[config.mk]
export PLATFORM = sky130hd
export DESIGN_NAME = bsq_top
export DESIGN_NICKNAME = d
export VERILOG_FILES = /design/src/rtl/bsq_pkg.sv /design/src/rtl/bsq_decode.sv /design/src/rtl/bsq_seq.sv /design/src/rtl/bsq_mem.sv /design/src/rtl/bsq_top.sv
export SDC_FILE = /design/constraint.sdc
export NUM_CORES = 1
export LEC_CHECK = 0
export CAP_MARGIN = 20
export CORE_MARGIN = 1
export CORE_UTILIZATION = 35
export DETAILED_ROUTE_END_ITERATION = 12
export GPL_TIMING_DRIVEN = 0
export SYNTH_ARGS = -nofsm -noshare
export SYNTH_HDL_FRONTEND = slang
export SYNTH_SLANG_ARGS = --single-unit
[constraint.sdc]
create_clock -name clk -period 3.1 [get_ports clk]
set_input_delay 0.31 -clock clk [delete_from_list [all_inputs] [get_ports clk]]
set_output_delay 0.31 -clock clk [all_outputs]
set_load 0.01 [all_outputs]
[src/rtl/bsq_pkg.sv]
package bsq_pkg;

    localparam int BEATS  = 4;
    localparam int BEAT_W = $clog2(BEATS);

    typedef logic [BEAT_W-1:0] beat_t;

    typedef enum logic [2:0] {
        OP_FREEZE,
        OP_IDLE,
        OP_LOAD_RD,
        OP_LOAD_WR,
        OP_STEP
    } op_e;

    typedef struct packed {
        op_e  op;
        logic two_beat;
    } cmd_t;

    typedef struct packed {
        logic  active;
        logic  wr;
        logic  ilv;
        beat_t beat;
        beat_t last;
    } burst_t;

    function automatic cmd_t decode_cmd(input logic en, input logic a,
                                        input logic b, input logic c);
        cmd_t r;
        r.two_beat = c;
        if (!en) begin
            r.op = OP_FREEZE;
        end else begin
            case ({a, b})
                2'b10:   r.op = OP_IDLE;
                2'b01:   r.op = OP_LOAD_RD;
                2'b00:   r.op = OP_LOAD_WR;
                default: r.op = OP_STEP;
            endcase
        end
        return r;
    endfunction

    function automatic beat_t beat_low(input beat_t start, input beat_t k,
                                       input logic ilv);
        return ilv ? (start ^ k) : beat_t'(start + k);
    endfunction

endpackage

[src/rtl/bsq_decode.sv]
module bsq_decode
    import bsq_pkg::*;
(
    input  logic clk_en,
    input  logic ctl_a,
    input  logic ctl_b,
    input  logic ctl_c,
    output cmd_t cmd
);
    always_comb begin
        cmd = decode_cmd(clk_en, ctl_a, ctl_b, ctl_c);
    end
endmodule

[src/rtl/bsq_seq.sv]
module bsq_seq
    import bsq_pkg::*;
#(
    parameter int ADDR_W = 4
) (
    input  logic              clk,
    input  logic              rst,
    input  cmd_t              cmd,
    input  logic [ADDR_W-1:0] addr_in,
    input  logic              ilv_mode,
    output logic              acc_en,
    output logic              acc_wr,
    output logic [ADDR_W-1:0] acc_addr,
    output logic              busy,
    output logic              dir_wr,
    output logic [ADDR_W-1:0] cur_addr
);
    localparam int HI_W = ADDR_W - BEAT_W;

    burst_t            st_q;
    logic [ADDR_W-1:0] start_q;
    beat_t             nxt_beat;
    logic              is_load;

    assign nxt_beat = beat_t'(st_q.beat + 1'b1);
    assign is_load  = (cmd.op == OP_LOAD_RD) || (cmd.op == OP_LOAD_WR);

    always_comb begin
        acc_en   = 1'b0;
        acc_wr   = 1'b0;
        acc_addr = addr_in;
        if (is_load) begin
            acc_en = 1'b1;
            acc_wr = (cmd.op == OP_LOAD_WR);
        end else if (cmd.op == OP_STEP && st_q.active) begin
            acc_en   = 1'b1;
            acc_wr   = st_q.wr;
            acc_addr = {start_q[ADDR_W-1:BEAT_W],
                        beat_low(start_q[BEAT_W-1:0], nxt_beat, st_q.ilv)};
        end
    end

    always_ff @(posedge clk) begin
        if (rst) begin
            st_q     <= '0;
            start_q  <= '0;
            cur_addr <= '0;
        end else begin
            case (cmd.op)
                OP_LOAD_RD, OP_LOAD_WR: begin
                    st_q.active <= 1'b1;
                    st_q.wr     <= (cmd.op == OP_LOAD_WR);
                    st_q.ilv    <= ilv_mode;
                    st_q.beat   <= '0;
                    st_q.last   <= cmd.two_beat ? beat_t'(1) : beat_t'(BEATS - 1);
                    start_q     <= addr_in;
                    cur_addr    <= addr_in;
                end
                OP_STEP: begin
                    if (st_q.active) begin
                        st_q.beat   <= nxt_beat;
                        st_q.active <= (nxt_beat != st_q.last);
                        cur_addr    <= acc_addr;
                    end
                end
                OP_IDLE: st_q.active <= 1'b0;
                default: ;
            endcase
        end
    end

    assign busy   = st_q.active;
    assign dir_wr = st_q.wr;

    AST_FREEZE_HOLDS: assert property (@(posedge clk) disable iff (rst)
        cmd.op == OP_FREEZE |=> $stable(cur_addr) && $stable(busy) && $stable(dir_wr));
    AST_IDLE_ENDS: assert property (@(posedge clk) disable iff (rst)
        cmd.op == OP_IDLE |=> !busy);
    AST_LOAD_STARTS: assert property (@(posedge clk) disable iff (rst)
        is_load |=> busy && cur_addr == $past(addr_in));
    AST_UPPER_FIXED: assert property (@(posedge clk) disable iff (rst)
        (cmd.op == OP_STEP && busy) |=>
            cur_addr[ADDR_W-1:BEAT_W] == $past(cur_addr[ADDR_W-1:BEAT_W]));
    AST_LINEAR_STEP: assert property (@(posedge clk) disable iff (rst)
        (cmd.op == OP_STEP && busy && !st_q.ilv) |=>
            cur_addr[BEAT_W-1:0] == beat_t'($past(cur_addr[BEAT_W-1:0]) + 1'b1));
    AST_ILV_STEP: assert property (@(posedge clk) disable iff (rst)
        (cmd.op == OP_STEP && busy && st_q.ilv) |=>
            (cur_addr[BEAT_W-1:0] ^ $past(cur_addr[BEAT_W-1:0])) ==
            ($past(st_q.beat) ^ beat_t'($past(st_q.beat) + 1'b1)));
    AST_STEP_PAST_END: assert property (@(posedge clk) disable iff (rst)
        (cmd.op == OP_STEP && !busy) |=> $stable(cur_addr) && !busy);

    if (HI_W < 0) begin : g_bad_width
        initial $error("ADDR_W too small for a four-beat burst");
    end
endmodule

[src/rtl/bsq_mem.sv]
module bsq_mem #(
    parameter int DEPTH  = 16,
    parameter int DATA_W = 18,
    localparam int ADDR_W = $clog2(DEPTH)
) (
    input  logic              clk,
    input  logic              rst,
    input  logic              advance,
    input  logic              acc_en,
    input  logic              acc_wr,
    input  logic [ADDR_W-1:0] acc_addr,
    input  logic [DATA_W-1:0] wdata,
    output logic [DATA_W-1:0] rdata,
    output logic              rvalid
);
    logic [DATA_W-1:0] mem [DEPTH];

    always_ff @(posedge clk) begin
        if (advance && acc_en && acc_wr) begin
            mem[acc_addr] <= wdata;
        end
    end

    always_ff @(posedge clk) begin
        if (rst) begin
            rdata  <= '0;
            rvalid <= 1'b0;
        end else if (advance) begin
            rvalid <= acc_en && !acc_wr;
            if (acc_en && !acc_wr) begin
                rdata <= mem[acc_addr];
            end
        end
    end

    AST_WRITE_NO_READ: assert property (@(posedge clk) disable iff (rst)
        (advance && acc_en && acc_wr) |=> !rvalid);
    AST_HOLD_READ: assert property (@(posedge clk) disable iff (rst)
        !advance |=> $stable(rvalid) && $stable(rdata));
endmodule

[src/rtl/bsq_top.sv]
module bsq_top
    import bsq_pkg::*;
#(
    parameter int DEPTH  = 16,
    parameter int DATA_W = 18,
    localparam int ADDR_W = $clog2(DEPTH)
) (
    input  logic              clk,
    input  logic              rst,
    input  logic              clk_en,
    input  logic              oe_n,
    input  logic              ctl_a,
    input  logic              ctl_b,
    input  logic              ctl_c,
    input  logic              ilv_mode,
    input  logic [ADDR_W-1:0] addr_in,
    input  logic [DATA_W-1:0] din,
    output logic [DATA_W-1:0] dq_o,
    output logic              dq_oe,
    output logic              bus_wr,
    output logic              busy,
    output logic [ADDR_W-1:0] cur_addr
);
    cmd_t              cmd;
    logic              acc_en;
    logic              acc_wr;
    logic [ADDR_W-1:0] acc_addr;
    logic              rvalid;

    bsq_decode u_decode (
        .clk_en (clk_en),
        .ctl_a  (ctl_a),
        .ctl_b  (ctl_b),
        .ctl_c  (ctl_c),
        .cmd    (cmd)
    );

    bsq_seq #(.ADDR_W(ADDR_W)) u_seq (
        .clk      (clk),
        .rst      (rst),
        .cmd      (cmd),
        .addr_in  (addr_in),
        .ilv_mode (ilv_mode),
        .acc_en   (acc_en),
        .acc_wr   (acc_wr),
        .acc_addr (acc_addr),
        .busy     (busy),
        .dir_wr   (bus_wr),
        .cur_addr (cur_addr)
    );

    bsq_mem #(.DEPTH(DEPTH), .DATA_W(DATA_W)) u_mem (
        .clk      (clk),
        .rst      (rst),
        .advance  (cmd.op != OP_FREEZE),
        .acc_en   (acc_en),
        .acc_wr   (acc_wr),
        .acc_addr (acc_addr),
        .wdata    (din),
        .rdata    (dq_o),
        .rvalid   (rvalid)
    );

    // Registered read-valid gated by the live enables: the bus floats
    // whenever the clock is stopped or output enable is released.
    assign dq_oe = rvalid && !oe_n && clk_en;

    AST_IDLE_FLOATS: assert property (@(posedge clk) disable iff (rst)
        (clk_en && ctl_a && !ctl_b) |=> !rvalid);
    AST_READ_DRIVES: assert property (@(posedge clk) disable iff (rst)
        (clk_en && !ctl_a && ctl_b) |=> rvalid && !bus_wr);
    AST_WRITE_DIR: assert property (@(posedge clk) disable iff (rst)
        (clk_en && !ctl_a && !ctl_b) |=> bus_wr && !dq_oe);
endmodule

==> reports/metrics.csv <==
metric,value,unit
CTS tree,built,
Clock Path Buffers,3,
Critical Path AT,3.25,ns
Ys Warns,0,
simple-gate share of the synthesized area,0.0492,
area of combinational cells with multiple inputs,3120,um2
start point of the critical path,u_seq.st_q[2],
post-synthesis instance area,12600,um2
Max rail drop VDD,0.290,mV
mux cell area share after synthesis,0.127,
ratio of total power to cell area,601,nW/um2
initial standard-cell utilization of the core,0.355,
startpoint of the lowest-slack register-to-register path,u_seq.st_q[2],
sort of element at the end of the critical path,flop,
count of buffers inserted at the top-level ports,52,
slack of the worst reg-to-reg path,0.05,ns
Detail Placement HPWL,19.2,mm
Final Routed Wirelength,33.4,mm
clock root buffer,sky130_fd_sc_hd__clkbuf_16,
number of buffers inserted during clock tree synthesis,34,
post-DR wirelength/cell,25.1,um
Highest Clock Rate,0.328,GHz
final estimated routing congestion in global placement,0.781,
met1 global-route usage,0.252,
fraction of met2 tracks used by global routing,0.284,
remaining antenna violation count after routing,0,
number of optimization iterations in the first detailed-route pass,5,
"Clk Latency, worst-skew pair",0.51,ns
Placement Cell Area,14000,um2
per-instance average area after synthesis,17.5,um2
number of nets in the synthesized netlist,754,
pre-CTS worst setup slack,-1.17,ns
type of the setup path with the least slack,reg -> reg,
synthesized instance count,723,
initial DRC count,617,
vertical die dimension,192,um
"Area growth, synth to finish",23.2,%
number of cell instances on the worst register-to-register path,10,
num rows,69,
number of max-slew violations in the final report,0,
number of max-capacitance violations reported,0,
ratio of routed vias to standard cells,5.41,
H-Tree Level Count,2,
xor-xnor portion of the synthesized cell area,0.00317,
classification of the worst-slack hold path,in -> reg,
Rel. slew slack,0.317,
setup TNS,0,ns
final-layout worst hold slack,0.0596,ns
"leading cell type in the layout, fill and taps excluded",sky130_fd_sc_hd__edfxtp_1,
global-route wire length before repair,46.9,mm
I/O pin count,55,
initial antenna violation count,0,
"top cells by area, synth","sky130_fd_sc_hd__edfxtp_1 (68%), sky130_fd_sc_hd__mux4_2 (6.1%), sky130_fd_sc_hd__mux2i_1 (5.9%)",
critical path data required time,3.31,ns
"top library cells by usage in the layout, fill and taps aside","sky130_fd_sc_hd__edfxtp_1 (288), sky130_fd_sc_hd__nand2_1 (91), sky130_fd_sc_hd__mux2i_1 (74)",
Fill cells,3081,
sequential fraction of the synthesis area,0.739,
hold_buf cts,0,
outcome,finished clean,
dominant combinational cell family by area after synthesis,multiplexers,
LEAKAGE,5.22,nW
Die W,192,um
vias in the first global route,6946,
minimum clock period after layout,3.05,ns
Compound-Gate Fraction of Synth Area,0.0559,
Sequential Area,9330,um2
cell taking the most area after synthesis,sky130_fd_sc_hd__edfxtp_1,
maximum net fanout on the critical path,10,
share of post-route cells with drive strength above 1,0.187,
Fin. Hold Viols,0,
Total Nets Final,877,
final period utilization,0.982,
GR Util met3,0.0382,
number of antenna diodes,0,
maximum number of pins on one net before global-route repair,19,
Critical Path Start Type,flop,
clock transition time at the flip-flop clock pins of the worst setup and hold paths,0.06,ns
Setup Viol. Count Final,0,
endpoint of the worst register-to-register path,u_mem.mem[8][1],
transition time at the pin with the least slew margin,1.02,ns
cell area after layout,15600,um2
cell depth of the worst hold path,2,
synthesized flop and latch total,322,
number of sinks handled by clock tree synthesis,322,
top cell type's share of synthesized area,0.685,
timing endpoint of the critical path,u_mem.mem[8][1],
Total GRT Usage,0.182,
Layout Skew,0.0171,ns
DR vias,7204,
final setup margin,0.0547,ns
area share of fa/ha/maj cells after synthesis,0.000991,
routing layer with the top usage in global route,met2,
Floorplan Core Area,35600,um2
overflow left after global routing,0,
full die area,36800,um2
Post-route DRC,0,
post-synth cell types,41,
[cells by family (layout without fill, tap and decap cells)]
logic type,count (synthesis),after routing
flip-flops,322,322
AND/OR/NAND/NOR,145,145
multiplexers,113,113
AO/OA/AOI/OAI,94,94
buffers and inverters,45,193
XOR/XNOR,3,3
adder cells (fa/ha/maj),1,1
[routing by layer]
layer  share of wire  vias to the layer above
met5               0                        -
met4           0.032                        0
met3           0.081                       76
met2            0.46                      318
met1            0.43                     3699
li1                -                     3111
[how the worst min path moves through the flow]
stage | slack (ns) | from | endpoint
5_1_grt | 0.06 | ctl_b | u_seq.dir_wr
3_3_place_gp | 0.45 | u_seq.start_q[0] | u_seq.start_q[0]
6_report | 0.06 | ctl_b | u_seq.dir_wr
4_1_cts | 0.04 | ctl_b | u_seq.dir_wr
3_5_place_dp | 0.46 | u_seq.st_q[4] | u_seq.st_q[4]
2_1_floorplan | 0.41 | ctl_c | u_seq.st_q[1]
[state kept, by name (all words and copies together), names as in the netlist]
signal / count
u_seq.start_q: 4
u_mem.rdata: 18
u_mem.mem: 288
u_seq.dir_wr: 1
u_mem.rvalid: 1
u_seq.cur_addr: 4
u_seq.busy: 1
u_seq.st_q: 5
[metrics by stage]
stage                     utilization  total power [mW]  cells
after floorplan                     -              5.19    723
after global placement          0.386              5.46   1236
after detailed placement        0.394              5.48   1245
after CTS                       0.437              9.40   1331
after global routing            0.437              9.59   1332
final                           0.437              9.36   1332
[power breakdown]
group,internal [mW],switching (mW),total (mW)
clock network,2.34,1.61,3.95
registers,4.77,0.0251,4.79
logic,0.254,0.363,0.617
[cells in the mapped netlist]
library cell,number
sky130_fd_sc_hd__nand3b_1,4
sky130_fd_sc_hd__mux2i_1,75
sky130_fd_sc_hd__mux2_2,1
sky130_fd_sc_hd__o21ai_1,1
sky130_fd_sc_hd__buf_12,4
sky130_fd_sc_hd__o31ai_2,1
sky130_fd_sc_hd__o31a_1,1
sky130_fd_sc_hd__mux4_2,34
sky130_fd_sc_hd__or2_2,1
sky130_fd_sc_hd__o21bai_1,18
sky130_fd_sc_hd__buf_4,6
sky130_fd_sc_hd__buf_2,3
sky130_fd_sc_hd__a32oi_1,36
sky130_fd_sc_hd__o21a_1,1
sky130_fd_sc_hd__a211oi_1,4
sky130_fd_sc_hd__a31oi_1,19
sky130_fd_sc_hd__xnor2_1,2
sky130_fd_sc_hd__nand3_1,4
sky130_fd_sc_hd__nor2b_1,11
sky130_fd_sc_hd__or2_1,1
sky130_fd_sc_hd__ha_1,1
sky130_fd_sc_hd__a311oi_1,2
sky130_fd_sc_hd__or3_1,1
sky130_fd_sc_hd__buf_1,1
sky130_fd_sc_hd__inv_1,4
sky130_fd_sc_hd__nor2_1,25
sky130_fd_sc_hd__edfxtp_1,288
sky130_fd_sc_hd__nand2_1,91
sky130_fd_sc_hd__nand4_1,2
sky130_fd_sc_hd__a21oi_1,10
sky130_fd_sc_hd__nand2b_1,3
sky130_fd_sc_hd__buf_8,3
sky130_fd_sc_hd__and4_4,1
sky130_fd_sc_hd__xnor3_1,1
sky130_fd_sc_hd__mux4_1,2
sky130_fd_sc_hd__mux2i_4,1
sky130_fd_sc_hd__clkbuf_1,21
sky130_fd_sc_hd__dfxtp_1,34
sky130_fd_sc_hd__o21ai_0,1
sky130_fd_sc_hd__and3_1,1
sky130_fd_sc_hd__buf_6,3
[critical path: stages (launching register included)]
cell and delay (ns):
sky130_fd_sc_hd__dfxtp_1 0.31, sky130_fd_sc_hd__buf_4 0.14, sky130_fd_sc_hd__inv_1 0.05, sky130_fd_sc_hd__ha_1 0.16, sky130_fd_sc_hd__nor2b_1 0.14, sky130_fd_sc_hd__xnor3_1 0.37
sky130_fd_sc_hd__mux2i_2 0.40, sky130_fd_sc_hd__buf_2 0.43, sky130_fd_sc_hd__nand3_2 0.29, sky130_fd_sc_hd__nor2b_4 0.25, sky130_fd_sc_hd__buf_4 0.22
[repair_timing]
item                       CTS  global route
cloned                       0             0
gates resized for setup     13             7
setup endpoints to repair  288           257
pin swaps                    8             0
setup buffers               25             0
hold endpoints to repair     0             0
[final cells by class]
| cell class | count | share of cell area |
|---|---|---|
| multi-input cells | 356 | 0.200 |
| well taps | 461 | 0.0371 |
| inverters | 4 | 0.000965 |
| flip-flops and latches | 322 | 0.600 |
| repair buffers | 87 | 0.0727 |
| clock inverters | 13 | 0.00724 |
| plain buffers | 41 | 0.0201 |
| clock buffers | 48 | 0.0620 |
(Power assumes the default switching activity.)
